### config.mk
export PLATFORM = sky130hd
export DESIGN_NAME = intc32_ctrl
export DESIGN_NICKNAME = d
export VERILOG_FILES = /design/src/rtl/intc32_pkg.sv /design/src/rtl/intc32_src_cond.sv /design/src/rtl/intc32_stat_bank.sv /design/src/rtl/intc32_prio.sv /design/src/rtl/intc32_ctrl.sv
export SDC_FILE = /design/constraint.sdc
export NUM_CORES = 1
export LEC_CHECK = 0
export ABC_AREA = 1
export BUFFER_PORTS_ARGS = -buffer_cell sky130_fd_sc_hd__buf_2
export CORE_ASPECT_RATIO = 1.1
export CORE_MARGIN = 2
export CORE_UTILIZATION = 50
export CTS_CLUSTER_SIZE = 14
export DETAILED_ROUTE_END_ITERATION = 10
export PLACE_DENSITY = 0.74
export SYNTH_ARGS = -nofsm -noshare
export SYNTH_HDL_FRONTEND = slang
export SYNTH_SLANG_ARGS = --single-unit
### constraint.sdc
create_clock -name clk -period 3.7 [get_ports clk]
set_input_delay 0.185 -clock clk [delete_from_list [all_inputs] [get_ports clk]]
set_output_delay 0.185 -clock clk [all_outputs]
set_load 0.02 [all_outputs]
### src/rtl/intc32_pkg.sv
package intc32_pkg;
  typedef enum logic [2:0] {
    RA_STAT  = 3'd0,
    RA_ENAB  = 3'd1,
    RA_ROUTE = 3'd2,
    RA_TRIG  = 3'd3,
    RA_SENSE = 3'd4,
    RA_MSTAT = 3'd5
  } reg_addr_e;
endpackage

### src/rtl/intc32_src_cond.sv
module intc32_src_cond #(
  parameter int N    = 32,
  parameter int SYNC = 2
) (
  input  logic         clk,
  input  logic         rst,
  input  logic [N-1:0] src_in,
  input  logic [N-1:0] trig,
  input  logic [N-1:0] sense,
  output logic [N-1:0] set_o
);
  logic [N-1:0] stg [SYNC];
  logic [N-1:0] prev;
  logic [N-1:0] cur;

  always_ff @(posedge clk) begin
    if (rst) begin
      for (int k = 0; k < SYNC; k++) stg[k] <= '0;
      prev <= '0;
    end else begin
      stg[0] <= src_in;
      for (int k = 1; k < SYNC; k++) stg[k] <= stg[k-1];
      prev <= stg[SYNC-1];
    end
  end

  assign cur = stg[SYNC-1];

  for (genvar i = 0; i < N; i++) begin : g_bit
    logic lvl_hit;
    logic edg_hit;
    assign lvl_hit  = sense[i] ? cur[i] : ~cur[i];
    assign edg_hit  = sense[i] ? (cur[i] & ~prev[i]) : (~cur[i] & prev[i]);
    assign set_o[i] = trig[i] ? edg_hit : lvl_hit;
  end
endmodule

### src/rtl/intc32_stat_bank.sv
module intc32_stat_bank #(
  parameter int N = 32
) (
  input  logic         clk,
  input  logic         rst,
  input  logic [N-1:0] set_i,
  input  logic [N-1:0] clr_i,
  output logic [N-1:0] sr_o
);
  always_ff @(posedge clk) begin
    if (rst) sr_o <= '0;
    else     sr_o <= (sr_o & ~clr_i) | set_i;
  end


  clr_done_chk: assert property (@(posedge clk) disable iff (rst)
    1'b1 |=> ((sr_o & $past(clr_i & ~set_i)) == '0));


  set_wins_chk: assert property (@(posedge clk) disable iff (rst)
    1'b1 |=> ((sr_o & $past(set_i)) == $past(set_i)));
endmodule

### src/rtl/intc32_prio.sv
module intc32_prio #(
  parameter int N   = 32,
  parameter int IDW = $clog2(N)
) (
  input  logic [N-1:0]   vec,
  output logic [IDW-1:0] id,
  output logic           vld
);
  always_comb begin
    id  = '0;
    vld = 1'b0;
    for (int i = 0; i < N; i++) begin
      if (vec[i]) begin
        id  = IDW'(N - 1 - i);
        vld = 1'b1;
      end
    end
  end
endmodule

### src/rtl/intc32_ctrl.sv
module intc32_ctrl
  import intc32_pkg::*;
#(
  parameter int N    = 32,
  parameter int SYNC = 2,
  localparam int IDW = $clog2(N)
) (
  input  logic           clk,
  input  logic           rst,
  input  logic [N-1:0]   src_in,
  input  logic           wr_en,
  input  logic [2:0]     wr_addr,
  input  logic [N-1:0]   wr_data,
  input  logic [2:0]     rd_addr,
  output logic [N-1:0]   rd_data,
  output logic           irq_norm,
  output logic           irq_crit,
  output logic [IDW-1:0] top_id,
  output logic           top_vld
);
  logic [N-1:0] er, cr, tr, pr;
  logic [N-1:0] sr, msr, set_v, clr_v;

  always_ff @(posedge clk) begin
    if (rst) begin
      er <= '0;
      cr <= '0;
      tr <= '0;
      pr <= '1;
    end else if (wr_en) begin
      case (wr_addr)
        RA_ENAB:  er <= wr_data;
        RA_ROUTE: cr <= wr_data;
        RA_TRIG:  tr <= wr_data;
        RA_SENSE: pr <= wr_data;
        default: ;
      endcase
    end
  end

  assign clr_v = (wr_en && wr_addr == RA_STAT) ? wr_data : '0;

  intc32_src_cond #(.N(N), .SYNC(SYNC)) cond_i (
    .clk(clk), .rst(rst), .src_in(src_in),
    .trig(tr), .sense(pr), .set_o(set_v)
  );

  intc32_stat_bank #(.N(N)) stat_i (
    .clk(clk), .rst(rst), .set_i(set_v), .clr_i(clr_v), .sr_o(sr)
  );

  assign msr      = sr & er;
  assign irq_norm = |(msr & ~cr);
  assign irq_crit = |(msr & cr);

  intc32_prio #(.N(N), .IDW(IDW)) prio_i (
    .vec(msr), .id(top_id), .vld(top_vld)
  );

  always_ff @(posedge clk) begin
    if (rst) rd_data <= '0;
    else begin
      case (rd_addr)
        RA_STAT:  rd_data <= sr;
        RA_ENAB:  rd_data <= er;
        RA_ROUTE: rd_data <= cr;
        RA_TRIG:  rd_data <= tr;
        RA_SENSE: rd_data <= pr;
        RA_MSTAT: rd_data <= msr;
        default:  rd_data <= '0;
      endcase
    end
  end


  rst_state_chk: assert property (@(posedge clk)
    $past(rst) |-> (er == '0 && cr == '0 && tr == '0 && sr == '0 && pr == '1));


  mstat_ro_chk: assert property (@(posedge clk) disable iff (rst)
    (wr_en && wr_addr == RA_MSTAT) |=> $stable({er, cr, tr, pr}));


  prio_hit_chk: assert property (@(posedge clk) disable iff (rst)
    top_vld |-> msr[N - 1 - int'(top_id)]);


  prio_first_chk: assert property (@(posedge clk) disable iff (rst)
    top_vld |-> ((msr >> (N - int'(top_id))) == '0));


  prio_none_chk: assert property (@(posedge clk) disable iff (rst)
    !top_vld |-> (msr == '0 && top_id == '0));
endmodule

### Word-level counts from Yosys, hierarchy flattened

Memories as Yosys holds them, arrays and structs flattened.
Cells that the tools add are included.

| word-level totals | value |
|---|---|
| bits in registers | 224 |
| latch bits | 0 |
| RAM bits | 64 |
| memory bits (read-only) | 0 |
| input bits | 73 |
| output and inout port bits | 40 |
| logic and storage cells | 330 |
| memories kept | 1 |

Memory list:

| memory | words | bits a word | read ports | clocked after memory_dff | wr ports | RTL line | source |
|---|---|---|---|---|---|---|---|
| cond_i.stg | 2 | 32 | 2 | 0 | 2 | intc32_src_cond.sv:12 | `logic [N-1:0] stg [SYNC];` |

| operators by class | value |
|---|---|
| add/sub/neg operators | 0 |
| multipliers | 0 |
| div/mod/pow operators | 0 |
| order comparisons | 0 |
| eq/ne operators | 9 |
| shifts and indexed selects | 0 |
| mux-type cells | 167 |
| bitwise gates (word level) | 137 |
| reduce and logical (&&, ||, !) cells | 9 |

Operators by type and width:

| operator | count |
|---|---|
| $pmux W32 S6 | 1 |
| $mux W5 | 32 |
| $mux W1 | 131 |
| $and A32 B32 Y32 | 4 |
| $mux W32 | 3 |
| $and A1 B1 Y1 | 64 |
| $not A1 Y1 | 64 |
| $not A32 Y32 | 2 |
| $reduce_or A32 Y1 | 2 |
| $or A32 B32 Y32 | 1 |
| $eq A3 B2 Y1 const B | 4 |
| $eq A3 B3 Y1 const B | 3 |
| $reduce_and A2 Y1 | 4 |
| $eq A3 B1 Y1 const B | 2 |
| $logic_not A3 Y1 | 2 |
| $or A1 B1 Y1 | 2 |
| $logic_and A1 B1 Y1 | 1 |

### Depth between registers and ports, before layout

| depth | value |
|---|---|
| depth after elaboration | 33 |
| gate-level depth with buffers | 32 |
| mapped depth without buffers | 32 |

### Cells and area by module

Synthesis repeated with hierarchy kept, for this count alone.

| unflattened totals | value |
|---|---|
| cells, all modules | 2,002 |
| area, all modules | 13,270.2 µm² |

Modules (own cells, without submodules):

| module | times used | cells each | area each (µm²) | sequential area each (µm²) |
|---|---|---|---|---|
| intc32_ctrl | 1 | 1,145 | 7,737.4 | 3,203.1 |
| intc32_src_cond | 1 | 587 | 3,895.0 | 1,921.8 |
| intc32_stat_bank | 1 | 163 | 1,194.9 | 640.6 |
| intc32_prio | 1 | 107 | 442.9 | 0.0 |

### Worst setup path after synthesis

OpenSTA, ideal clock, no wires.

| timing | value |
|---|---|
| kind | reg-to-output |
| start | register stat_i.sr_o[0] |
| end | output top_id[0] |
| arrival | 1.971 ns |
| data required time | 3.515 ns |
| setup slack | 1.544 ns |
| stages on the path, launching flop included | 33 |
| buffers on the path | 0 |
| path through | dfxtp_1 nand2_2 clkinv_1 nand2_1 nand2_1 nand2_1 nand2_1 nand2_1 nand2_1 nand2_1 nand2_1 nand2_1 nand2_1 nand2_1 nand2_1 nand2_1 nand2_1 nand2_1 nand2_1 nand2_1 nand2_1 nand2_1 nand2_1 nand2_1 nand2_1 nand2_1 nand2_1 nand2_1 nand2_1 nand2_1 nand2_1 nand2_1 a21oi_2 |

| on the way | value |
|---|---|
| word-level cells in the longest chain between the ends | 33 |

RTL lines:

| what | RTL line | source |
|---|---|---|
| start, declared | intc32_stat_bank.sv:8 | `output logic [N-1:0] sr_o` |
| start signal, assigned | intc32_stat_bank.sv:12 | `else sr_o <= (sr_o & ~clr_i) \| set_i;` |
| $and A32 B32 Y32 | intc32_ctrl.sv:52 | `assign msr = sr & er;` |
| $mux W5 (32 in series) | intc32_prio.sv:13 | `if (vec[i]) begin` |
| end, declared | intc32_ctrl.sv:18 | `output logic [IDW-1:0] top_id,` |

Every way passes these cells.

### Final worst setup path

Same ends and word-level chain as after synthesis.

==> metrics <==
Crit Path Class=reg -> out; drt pass-1 iters=7; total grt overflow=0; Clock transition at path regs=0.06 ns; CTS Buf Count=29; WL/cell=16.3 um; Post-DP HPWL=19200 um; Leak Pwr=0.00600 uW; pre-CTS setup slack=1.19 ns; pin count of the biggest net entering global routing=84; met3 Track Usage GR=4.03%; Worst Tran Pin Value=0.999 ns; Die ar.=0.0241 mm2; commonest non-fill, non-tap cell in the layout=dfxtp_1; chip height=163 um; clock buffer depth=3; Initial Util=50.4%; port bufs=112; Max Freq=318 MHz; gpl congestion=0.871; run status=finished clean; io pins=113; root buf cell=clkbuf_16; fin util=60.7%; max incr delay on CP=0.39 ns; aggregate routed wire length=31400 um; Crit path required time=3.51 ns; fin crit share=85.0%; synth top area cells=dfxtp_1, inv_1, o21ai_0; Clock H-tree levels=1; pwr dens=488 mW/mm2; CORE AREA=0.0226 mm2; Via density=5.53; DRC Markers=0; WHS=0.0471 ns; Peak VDD IR=0.356 mV; Slew HR=33.2%; Critical Path Sink Type=output port; Worst EP arrival=2.96 ns; Worst Path Max Fanout=4; #FFs+latches synth=288; area added between synthesis and finish=20.4%; YS warnings=0; layout cell share with drive strength beyond 1=12.0%; GR Util met2=42.4%; diode count=0; Clock Latency Late Sink=0.54 ns; antenna-violating nets left=0; initial antenna violation count=0; NumNets Final=1675; final setup fails=0; cell at the slowest stage of the critical path=dfxtp_1; First DRT Iteration DRCs=935; RSZ-0062 raised after global routing=false; CP dominant cell by count=nand2_1; maxcap violations=0; Sink Count=288; top-area cell type share of the netlist area=50.5%; Worst Slack Setup Final=0.555 ns; CTS tree=built; Worst setup SP type=flip-flop; net count after synthesis=1537; synth unique cells=27; busiest grt layer=met2; commonest non-fill, non-tap cells in the layout=dfxtp_1, inv_1, nor2_1; final number of hold-violating endpoints=0; die width=148 um; overall fraction of global-route tracks in use=25.6%; sequential share of the synthesized area=50.5%; Clock Skew=0.00914 ns; Cells after Synth=1464; Cell Area, Synth=0.0114 mm2; syn_area_per_cell=7.80 um2; Synth area leader=dfxtp_1; first-pass GRT wire length=50700 um; Sum Neg Setup Slack=0 ns; met1 GRT Util=34.2%; post-CTS setup buffers=0; Final Slew Violations=0; post-layout minimum cycle time=3.15 ns; vias=10600; Hold Path Class=in -> reg; vias in the first global route=9938; Rows=58
[area by class of cell]
class	count	area, um2
clock buffers	42	835
clock inverters	9	73.8
repair buffers	191	1330
fillers	1980	8890
inverters	215	807
multi-input cells	877	4560
well taps	300	375
flip-flops and latches	288	5770
[worst paths after layout]
kind                                                      to  slack, ns  depth (start not counted)                         start
worst max-delay path                               top_id[0]       0.55                         33     stat_i.sr_o[0]$_SDFF_PP0_
worst min register to register  cond_i.stg[0][50]$_SDFF_PP0_       0.40                          2  cond_i.stg[0][18]$_SDFF_PP0_
worst max register to register        rd_data[16]$_SDFF_PP0_       2.53                          4    stat_i.sr_o[16]$_SDFF_PP0_
worst min-delay path                  rd_data[28]$_SDFF_PP0_       0.05                          3                    rd_addr[1]
[where the power goes]
group	internal (uW)	total (uW)	switching, uW
Combinational	213	569	356
Sequential	3240	3330	97.2
Clock	1620	2810	1190
Total	5070	6720	1640
[layer usage]
layer  vias up  share of wire, %
li1       5249                 -
met1      4894                42
met2       415                47
met3        64               7.7
met4         0               3.0
met5         -                 0
[critical path, delay by kind of cell (launching register included)]
| kind | cells | cell delay, ns |
|---|---|---|
| and+or+nand+nor | 30 | 1.64 |
| DFF | 1 | 0.39 |
| AOI/OAI and AO/OA | 1 | 0.15 |
| buffers and inverters | 2 | 0.24 |
[metrics by stage]
step / instances / total power, uW / instance area (um2)
after floorplan: 1464 / 3710 / 11400
after global placement: 1807 / 3900 / 12200
after detailed placement: 1807 / 3910 / 12200
after CTS: 1922 / 6750 / 13700
after global routing: 1922 / 6970 / 13700
final: 1922 / 6720 / 13700
[timing repair]
action,CTS,global route
endpoints found under the hold margin,136,0
resized for setup,0,0
hold buffers,64,0
[cell families (layout without fill, tap and decap cells)]
kind of cell | after synthesis | in the layout | synth area share (%)
simple gates | 405 | 405 | 15.2
compound gates | 472 | 472 | 24.5
flops | 288 | 288 | 50.5
buf+inv | 299 | 457 | 9.83
[sequential cells by signal (all words and copies together), names as in the netlist]
register and cells:
cond_i.prev 32, cond_i.stg 64, cr 32, er 32, pr 32, rd_data 32, stat_i.sr_o 32, tr 32
[Yosys cell counts]
cell type,number
dfxtp_1,288
inv_1,213
nor2_1,161
o21ai_0,158
nand2_1,142
a21oi_1,96
clkbuf_1,80
nand3_1,72
o211ai_1,62
o22ai_1,57
a31oi_1,53
a311oi_1,33
nand2_4,10
o21ai_1,8
nor3_1,7
nor4_1,7
buf_1,4
nand4_1,3
nand2_2,2
a21boi_0,1
a21oi_2,1
clkinv_1,1
inv_2,1
nand2_8,1
o2111ai_1,1
o21bai_1,1
o31ai_1,1
Note: power is estimated with default switching activity, not from simulation.
